`config.mk`:
```
export PLATFORM = sky130hd
export DESIGN_NAME = adc_step_seq
export DESIGN_NICKNAME = d
export VERILOG_FILES = /design/src/rtl/adc_seq_pkg.sv /design/src/rtl/adc_seq_ctrl.sv /design/src/rtl/adc_res_fifo.sv /design/src/rtl/adc_step_seq.sv
export SDC_FILE = /design/constraint.sdc
export NUM_CORES = 1
export LEC_CHECK = 0
export BUFFER_PORTS_ARGS = -buffer_cell sky130_fd_sc_hd__buf_4
export CORE_MARGIN = 2
export CORE_UTILIZATION = 50
export DETAILED_ROUTE_END_ITERATION = 8
export PLACE_DENSITY = 0.73
export SLEW_MARGIN = 0
export SYNTH_ARGS = -nofsm -noshare
export SYNTH_HDL_FRONTEND = slang
export SYNTH_SLANG_ARGS = --single-unit
```
`constraint.sdc`:
```
create_clock -name clk -period 2.7 [get_ports clk]
set_input_delay 0.675 -clock clk [delete_from_list [all_inputs] [get_ports clk]]
set_output_delay 0.675 -clock clk [all_outputs]
set_load 0.005 [all_outputs]
```
`src/rtl/adc_seq_pkg.sv`:
```
package adc_seq_pkg;
  localparam int unsigned STAT_EMPTY_BIT = 8;
  localparam int unsigned STAT_FULL_BIT  = 12;

  // one per-step field, most significant first
  typedef struct packed {
    logic ts;
    logic ie;
    logic fin;
    logic dif;
  } step_cfg_t;

  typedef enum logic {SQ_IDLE, SQ_RUN} sq_state_t;
endpackage

```
`src/rtl/adc_seq_ctrl.sv`:
```
module adc_seq_ctrl
  import adc_seq_pkg::*;
#(
  parameter int unsigned STEPS = 4,
  parameter int unsigned DW    = 10,
  localparam int unsigned CW   = 4 * STEPS,
  localparam int unsigned SW   = (STEPS > 1) ? $clog2(STEPS) : 1
) (
  input  logic          clk,
  input  logic          rst_n,
  input  logic [CW-1:0] ctrl_word,
  input  logic          trig,
  input  logic          conv_rdy,
  input  logic [DW-1:0] conv_data,
  output logic          conv_req,
  output logic [SW-1:0] conv_sel,
  output logic          conv_temp,
  output logic          conv_diff,
  output logic          push,
  output logic [DW-1:0] push_data,
  output logic          irq
);
  sq_state_t     state_q, state_d;
  logic [SW-1:0] step_q, step_d;
  logic          irq_q, irq_d;
  step_cfg_t     cfg [STEPS];
  step_cfg_t     cur;

  for (genvar g = 0; g < STEPS; g++) begin : g_dec
    assign cfg[g] = step_cfg_t'(ctrl_word[4*g +: 4]);
  end

  assign cur       = cfg[step_q];
  assign conv_req  = (state_q == SQ_RUN);
  assign conv_sel  = step_q;
  assign conv_temp = conv_req & cur.ts;
  assign conv_diff = conv_req & cur.dif;
  assign push      = conv_req & conv_rdy;
  assign push_data = conv_data;
  assign irq       = irq_q;

  always_comb begin
    state_d = state_q;
    step_d  = step_q;
    irq_d   = 1'b0;
    case (state_q)
      SQ_IDLE: begin
        if (trig) begin
          state_d = SQ_RUN;
          step_d  = '0;
        end
      end
      SQ_RUN: begin
        if (conv_rdy) begin
          irq_d = cur.ie;
          if (cur.fin || step_q == SW'(STEPS - 1)) state_d = SQ_IDLE;
          else                                     step_d  = step_q + SW'(1);
        end
      end
      default: state_d = SQ_IDLE;
    endcase
  end

  always_ff @(posedge clk or negedge rst_n) begin
    if (!rst_n) begin
      state_q <= SQ_IDLE;
      step_q  <= '0;
      irq_q   <= 1'b0;
    end else begin
      state_q <= state_d;
      step_q  <= step_d;
      irq_q   <= irq_d;
    end
  end
endmodule

```
`src/rtl/adc_res_fifo.sv`:
```
module adc_res_fifo #(
  parameter int unsigned DW    = 10,
  parameter int unsigned DEPTH = 4,
  localparam int unsigned PW   = (DEPTH > 1) ? $clog2(DEPTH) : 1,
  localparam int unsigned NW   = PW + 1
) (
  input  logic          clk,
  input  logic          rst_n,
  input  logic          push,
  input  logic [DW-1:0] push_data,
  input  logic          pop,
  input  logic          clr_ovf,
  input  logic          clr_udf,
  output logic [DW-1:0] rd_data,
  output logic [PW-1:0] rptr,
  output logic [PW-1:0] wptr,
  output logic          empty,
  output logic          full,
  output logic          ovf,
  output logic          udf
);
  logic [DW-1:0] mem_q [DEPTH];
  logic [PW-1:0] rptr_q, rptr_d, wptr_q, wptr_d;
  logic [NW-1:0] cnt_q, cnt_d;
  logic [DW-1:0] rd_q, rd_d;
  logic          ovf_q, ovf_d, udf_q, udf_d;
  logic          wr_ok, rd_ok;

  function automatic logic [PW-1:0] bump(input logic [PW-1:0] p);
    return (p == PW'(DEPTH - 1)) ? '0 : p + PW'(1);
  endfunction

  assign full  = (cnt_q == NW'(DEPTH));
  assign empty = (cnt_q == '0);
  assign wr_ok = push & ~full;
  assign rd_ok = pop & ~empty;

  always_comb begin
    wptr_d = wr_ok ? bump(wptr_q) : wptr_q;
    rptr_d = rd_ok ? bump(rptr_q) : rptr_q;
    case ({wr_ok, rd_ok})
      2'b10:   cnt_d = cnt_q + NW'(1);
      2'b01:   cnt_d = cnt_q - NW'(1);
      default: cnt_d = cnt_q;
    endcase
    rd_d  = rd_ok ? mem_q[rptr_q] : rd_q;
    ovf_d = (push & full)  | (ovf_q & ~clr_ovf);
    udf_d = (pop  & empty) | (udf_q & ~clr_udf);
  end

  always_ff @(posedge clk or negedge rst_n) begin
    if (!rst_n) begin
      rptr_q <= '0;
      wptr_q <= '0;
      cnt_q  <= '0;
      rd_q   <= '0;
      ovf_q  <= 1'b0;
      udf_q  <= 1'b0;
    end else begin
      rptr_q <= rptr_d;
      wptr_q <= wptr_d;
      cnt_q  <= cnt_d;
      rd_q   <= rd_d;
      ovf_q  <= ovf_d;
      udf_q  <= udf_d;
    end
  end

  // storage carries no reset; only written slots are ever read
  always_ff @(posedge clk) begin
    if (wr_ok) mem_q[wptr_q] <= push_data;
  end

  assign rd_data = rd_q;
  assign rptr    = rptr_q;
  assign wptr    = wptr_q;
  assign ovf     = ovf_q;
  assign udf     = udf_q;
endmodule

```
`src/rtl/adc_step_seq.sv`:
```
module adc_step_seq
  import adc_seq_pkg::*;
#(
  parameter int unsigned STEPS = 4,
  parameter int unsigned DW    = 10,
  parameter int unsigned DEPTH = 4,
  localparam int unsigned CW   = 4 * STEPS,
  localparam int unsigned SW   = (STEPS > 1) ? $clog2(STEPS) : 1,
  localparam int unsigned PW   = (DEPTH > 1) ? $clog2(DEPTH) : 1
) (
  input  logic          clk,
  input  logic          rst_n,
  input  logic [CW-1:0] ctrl_word,
  input  logic          trig,
  output logic          conv_req,
  output logic [SW-1:0] conv_sel,
  output logic          conv_temp,
  output logic          conv_diff,
  input  logic          conv_rdy,
  input  logic [DW-1:0] conv_data,
  output logic          irq,
  input  logic          rd_en,
  output logic [DW-1:0] rd_data,
  output logic [15:0]   stat_word,
  output logic          ovf,
  output logic          udf,
  input  logic          clr_ovf,
  input  logic          clr_udf
);
  logic          push;
  logic [DW-1:0] push_data;
  logic [PW-1:0] rptr, wptr;
  logic          empty, full;

  adc_seq_ctrl #(.STEPS(STEPS), .DW(DW)) u_ctrl (
    .clk       (clk),
    .rst_n     (rst_n),
    .ctrl_word (ctrl_word),
    .trig      (trig),
    .conv_rdy  (conv_rdy),
    .conv_data (conv_data),
    .conv_req  (conv_req),
    .conv_sel  (conv_sel),
    .conv_temp (conv_temp),
    .conv_diff (conv_diff),
    .push      (push),
    .push_data (push_data),
    .irq       (irq)
  );

  adc_res_fifo #(.DW(DW), .DEPTH(DEPTH)) u_fifo (
    .clk       (clk),
    .rst_n     (rst_n),
    .push      (push),
    .push_data (push_data),
    .pop       (rd_en),
    .clr_ovf   (clr_ovf),
    .clr_udf   (clr_udf),
    .rd_data   (rd_data),
    .rptr      (rptr),
    .wptr      (wptr),
    .empty     (empty),
    .full      (full),
    .ovf       (ovf),
    .udf       (udf)
  );

  always_comb begin
    stat_word                 = '0;
    stat_word[3:0]            = 4'(rptr);
    stat_word[7:4]            = 4'(wptr);
    stat_word[STAT_EMPTY_BIT] = empty;
    stat_word[STAT_FULL_BIT]  = full;
  end
endmodule

```
# ---- Word level (Yosys, flattened, before mapping)
# Memory sizes are Yosys's and may differ from the RTL's. A register that Yosys moved wholly into a read port is not among the register bits.
# Cells that the tools add are included.
dict set report word_totals {
  ff_bits 13
  mem_bits_rw 40
  input_bits 33
  output_inout_bits 34
  word_cells 64
  mem_count 1
}
dict set report classes {
  add_sub_neg 5
  magnitude_cmp 1
  n_eq_ne 9
  mux 18
  bitwise 17
  n_reduce_logical 5
}
# memory words word_bits read_ports rd_ports_with_merged_regs wr line_no
set memory_table {}
lappend memory_table {u_fifo.mem_q 4 10 1 1 1 adc_res_fifo.sv:22} ;# logic [DW-1:0] mem_q [DEPTH];
# cell n
set op_table {}
lappend op_table {{2-bit 2-to-1 mux} 5}
lappend op_table {{1-bit bitwise AND} 9}
lappend op_table {{4-bit binary-select mux with 2-bit select} 1}
lappend op_table {{2-bit equality test, second input constant} 4}
lappend op_table {{4-bit 2-to-1 mux} 2}
lappend op_table {{1-bit 2-to-1 mux} 7}
lappend op_table {{2-bit by 1-bit adder with 2-bit output, second input constant} 3}
lappend op_table {{2-bit != test, second input constant} 3}
lappend op_table {{3-bit case mux with 2 select lines} 1}
lappend op_table {{1-bit inverter} 5}
lappend op_table {{2-bit case mux with 2 select lines} 1}
lappend op_table {{3-bit by 1-bit adder with 3-bit output, second input constant} 1}
lappend op_table {{3-bit equality test, second input constant} 1}
lappend op_table {{3-bit >= comparator, second input constant} 1}
lappend op_table {{3-bit zero test} 1}
lappend op_table {{2-bit inverter with 3-bit output} 1}
lappend op_table {{3-bit AND reduction} 1}
lappend op_table {{3-bit by 1-bit subtractor with 3-bit output, second input constant} 1}
lappend op_table {{2-bit by 1-bit equality test with 1-bit output, second input constant} 1}
lappend op_table {{1-bit bitwise OR} 2}
lappend op_table {{1-bit case mux with 2 select lines} 1}
lappend op_table {{2-bit nonzero test} 1}
lappend op_table {{1-bit zero test} 1}
lappend op_table {{1-bit logical OR} 1}

# ---- Longest topological paths before layout
dict set report depth {
  ltp_word 8
  ltp_mapped 10
}

# ---- Cells and area by module
# Synthesis repeated with hierarchy kept, for this count alone.
dict set report unflattened {
  cells_unflattened 174
  hier_area_um2 2876.5
}
# module instances cells_per_inst area_each_um2
set by_module_without_submodules {}
lappend by_module_without_submodules {adc_res_fifo 1 121 2351.0}
lappend by_module_without_submodules {adc_seq_ctrl 1 40 431.7}
lappend by_module_without_submodules {adc_step_seq 1 13 93.8}

# ---- Least setup slack after synthesis
# No wires, ideal clock.
dict set report synth_timing {
  path_type {input port to flip-flop}
  startpoint {input rd_en}
  endpoint {register u_fifo.cnt_q[2]}
  setup_time_ns 0.079
  t_arrival_ns 1.940
  setup_slack_ns 0.680
  stages 9
  path_buffers 1
  cell_sequence {nand2b_2 buf_4 inv_1 ha_1 inv_1 fa_1 xor2_1 nor2_1 xor2_1}
}
dict set report synth_between {
  elab_chain_len 3
  elab_cells_between_ends 5
  cone_classes {2 x eq/ne; 1 x mux; 1 x bitwise; 1 x reduce/logical}
}
# element line_no
set synth_rtl {}
lappend synth_rtl {{from (decl)} adc_step_seq.sv:22} ;# input logic rd_en,
lappend synth_rtl {{1-bit bitwise AND (*)} adc_res_fifo.sv:36} ;# assign rd_ok = pop & ~empty;
lappend synth_rtl {{via u_fifo.rd_ok} adc_res_fifo.sv:27} ;# logic wr_ok, rd_ok;
lappend synth_rtl {{2-bit by 1-bit equality test with 1-bit output or 2-bit equality test (tied branches)} adc_res_fifo.sv:41} ;# case ({wr_ok, rd_ok})
lappend synth_rtl {{3-bit case mux with 2 select lines or 2-bit nonzero test (tied branches)} n/a}
lappend synth_rtl {{to (signal assigned)} adc_res_fifo.sv:62} ;# cnt_q <= cnt_d;
lappend synth_rtl {{to (decl)} adc_res_fifo.sv:24} ;# logic [NW-1:0] cnt_q, cnt_d;
# Mark *: on every way through the listed nets, which the timed path passes. The rest lies on a longest branch.
# A chain may end at the register's enable or synchronous reset.

# ---- Final worst setup path
dict set report layout_timing {
  startpoint {register u_ctrl.step_q[0], in the netlist u_ctrl.conv_sel[0]}
  endpoint {output conv_diff}
}
dict set report layout_between {
  elab_chain_len 5
}
# element line_no
set layout_rtl {}
lappend layout_rtl {{from (decl)} adc_seq_ctrl.sv:24} ;# logic [SW-1:0] step_q, step_d;
lappend layout_rtl {{from (signal assigned)} adc_seq_ctrl.sv:71} ;# step_q <= step_d;
lappend layout_rtl {{2-bit inverter with 3-bit output (implied by the code)} adc_seq_ctrl.sv:33} ;# assign cur = cfg[step_q];
lappend layout_rtl {{4-bit binary-select mux with 2-bit select} adc_seq_ctrl.sv:33}
lappend layout_rtl {{4-bit 2-to-1 mux (implied by the code) (2 in a row)} adc_seq_ctrl.sv:33}
lappend layout_rtl {{1-bit bitwise AND} adc_seq_ctrl.sv:37} ;# assign conv_diff = conv_req & cur.dif;
lappend layout_rtl {{to (decl)} adc_step_seq.sv:18} ;# output logic conv_diff,
# No other way between the ends. The select of a mux whose other input is x is not followed.

==> flow_metrics.tcl <==
set metrics [dict create \
    antenna_found_initial 0 \
    power_switching_uw 980 \
    synth_area_sq_um 2770 \
    final_max_slew_viol_count 0 \
    grt_pass1_wl_mm 7.16 \
    layout-drive-gt1-share_pct 44.1 \
    grt_pass1_vias 1485 \
    ant_nets 0 \
    h-tree-depth 3 \
    nNetsFinal 265 \
    cap_viol_max_count 0 \
    status "complete, no violations" \
    clkPwrFrac_pct 19.6 \
    routed_via_density 4.98 \
    setup_viol_count_final 0 \
    grt_overflow_total 0 \
    die_w_um 78.4 \
    clk_pin_slew_ps 70 \
    die_h_um 78.4 \
    route.detailed.drc 0 \
    cts_setup_buffers 0 \
    path_class "reg2out" \
    hpwlAfterDp_mm 3.13 \
    total_leakage_power_nw 1.39 \
    fp.coreArea_sq_um 5440 \
    vias 1499 \
    io_buffers 56 \
    worst_clock_skew_ps 13.4 \
    max-slew-margin-rel_pct 54.1 \
    start_util_pct 50.8 \
    cts_tree "built" \
    cp_max_fo 9 \
    cts_buffer_depth 2 \
    finalCriticalPeriod_ps 2440 \
    globalplace.congestion 0.747 \
    grtUsageTotal_pct 16.0 \
    yosys-top-cells-area "edfxtp_1, dfrtp_1, mux4_2" \
    fin_setup_tns_ps 0 \
    period_share_pct 90.4 \
    dieArea_sq_um 6140 \
    n_fill_cell 426 \
    syn_to_final_growth_pct 21.3 \
    cp-start-kind "flop" \
    cts_hold_buf 0 \
    crit_path_end_kind "primary output" \
    diodes 0 \
    stdcell_count 301 \
    grt_max_degree 24 \
    hold_viol 0 \
    rsz0062_at_grt "no" \
    dp.cells 285 \
    io_pins 67 \
    wl_per_cell_um 15.2 \
    critical_path_arrival_ps 1760 \
    seqPwrFrac_pct 47.2 \
    power_density_nw_per_um2 978 \
    ys_seq_area_share_pct 64.3 \
    insertion_delay_ps 330 \
    ir_worst_vdd_mv 0.536 \
    total_power_mw 3.28 \
    synthDistinctLibCells 34 \
    yosysWarnings 0 \
    drt_iter0_markers 48 \
    ctsResizeCount 0 \
    switching_share_pct 29.9 \
    internal_power_mw 2.30 \
    ctsRootBufferMaster "clkbuf_8" \
    worst_ep_required_time_ps 2030 \
    synth_largest_area_cell "edfxtp_1" \
    holdCritPathClass "in2async" \
    clock-sinks 63 \
    drtPass1Iterations 4 \
    fmaxAchievable_ghz 0.410 \
    cts_buffers 9 \
    synth-seq-cells 63 \
    synth.top_cell.area_share_pct 43.4 \
    synth.avg_cell_area_sq_um 17.0 \
    rows 27 \
    pwr-share-comb_pct 33.2 \
    worstMarginPinSlew_ps 688 \
    synth_cells 163 \
    final_util_pct 61.7 \
    postRouteWirelength_mm 4.58 \
]
-- power by group through the flow --
stage	sequential [mW]	clock (mW)	combinational, mW
floorplan	1.45	0	0.792
global placement	1.56	0	1.08
detailed placement	1.58	0	1.11
CTS	1.56	0.667	1.11
global route	1.59	0.713	1.21
finish	1.55	0.644	1.09
-- worst max-delay path: stages, from the launching register on --
cell	delay, ps
dfrtp_1	590
mux4_2	550
and2_1	160
buf_4	130
-- registers in the layout, summed over array words and instances, names as in the netlist --
register,flops
u_ctrl.irq,1
u_ctrl.conv_sel,2
u_fifo.rptr,2
u_fifo.rd_data,10
u_fifo.udf,1
u_fifo.mem_q,40
u_fifo.cnt_q,3
u_ctrl.conv_req,1
u_fifo.wptr,2
u_fifo.ovf,1
-- cell usage after synthesis (all sizes together) --
cell and number:
nand2 6, a21oi 1, a2111oi 1, xnor2 1, o21bai 1, mux2 14
nor2 3, and2 6, dfrtp 23, inv 10, mux2i 2, nor2b 2
clkbuf 1, and3 1, o21ai 3, mux4 14, a21o 1, nand2b 2
nor4 1, xor2 2, fa 1, buf 16, edfxtp 40, conb 1
nor3 2, nand3 1, ha 7
-- layout make-up --
class | instances | area, sq um | share of cell area [%]
clock buffer | 10 | 128 | 3.80
clock inverter | 6 | 27.5 | 0.821
inverter | 10 | 37.5 | 1.12
multi-input combinational | 82 | 860 | 25.6
sequential | 63 | 1780 | 53.0
tap | 72 | 90.1 | 2.69
timing repair buffer | 58 | 435 | 13.0
-- cell families (layout without fill, tap and decap cells) --
| kind of cell | Yosys count | count (layout) | share of synthesized area [%] |
|---|---|---|---|
| AOI/OAI and AO/OA | 7 | 7 | 1.81 |
| adders and majority gates | 8 | 8 | 3.89 |
| other | 1 | 10 | 0.136 |
| xor gates and xnor gates | 3 | 3 | 0.950 |
| and+or+nand+nor | 24 | 24 | 4.84 |
| muxes | 30 | 30 | 18.2 |
| DFF | 63 | 63 | 64.3 |
| buffers and inverters | 27 | 84 | 5.88 |
-- routing by layer --
metal	part of all wire (%)	global-route usage, %	vias up	wire length (um)
li1	-	-	704	-
met1	41	18.3	735	1880
met2	52	27.1	58	2380
met3	6.7	7.13	2	305
met4	0.26	5.26	0	12
met5	0	0	-	0
-- stage by stage --
stage	area, sq um	hold WS (ps)	setup WS [ps]
global placement	3200	492	515
finish	3350	229	260
CTS	3350	227	221
floorplan	2800	379	680
global route	3350	225	131
detailed placement	3200	503	486
-- worst paths after layout --
kind                               startpoint                 end  slack, ps  cells past startpoint
max in group asynchronous               rst_n  u_ctrl.conv_sel[1]       2220                      1
min                                     rst_n   u_fifo.rd_data[5]        230                      1
min reg2reg                 u_fifo.rd_data[7]   u_fifo.rd_data[7]        510                      1
max                        u_ctrl.conv_sel[0]           conv_diff        260                      3
max reg2reg                   u_fifo.cnt_q[0]     u_fifo.cnt_q[2]        700                     10
min in group clk            u_fifo.rd_data[7]   u_fifo.rd_data[7]        510                      1
-- placed cells by master (no fill, tap or decap), types with 2 or more instances in the layout --
cell,count
nand2_1,6
mux2_2,13
edfxtp_1,40
nor2b_1,2
nor2_1,2
buf_4,58
dfrtp_1,23
clkbuf_8,9
mux2i_1,2
xor2_1,2
mux4_2,12
and2_1,6
conb_1,10
ha_1,7
mux4_1,2
o21ai_0,3
clkinv_1,2
inv_1,10
clkinv_2,4
Note: power is estimated with default switching activity, not from simulation.
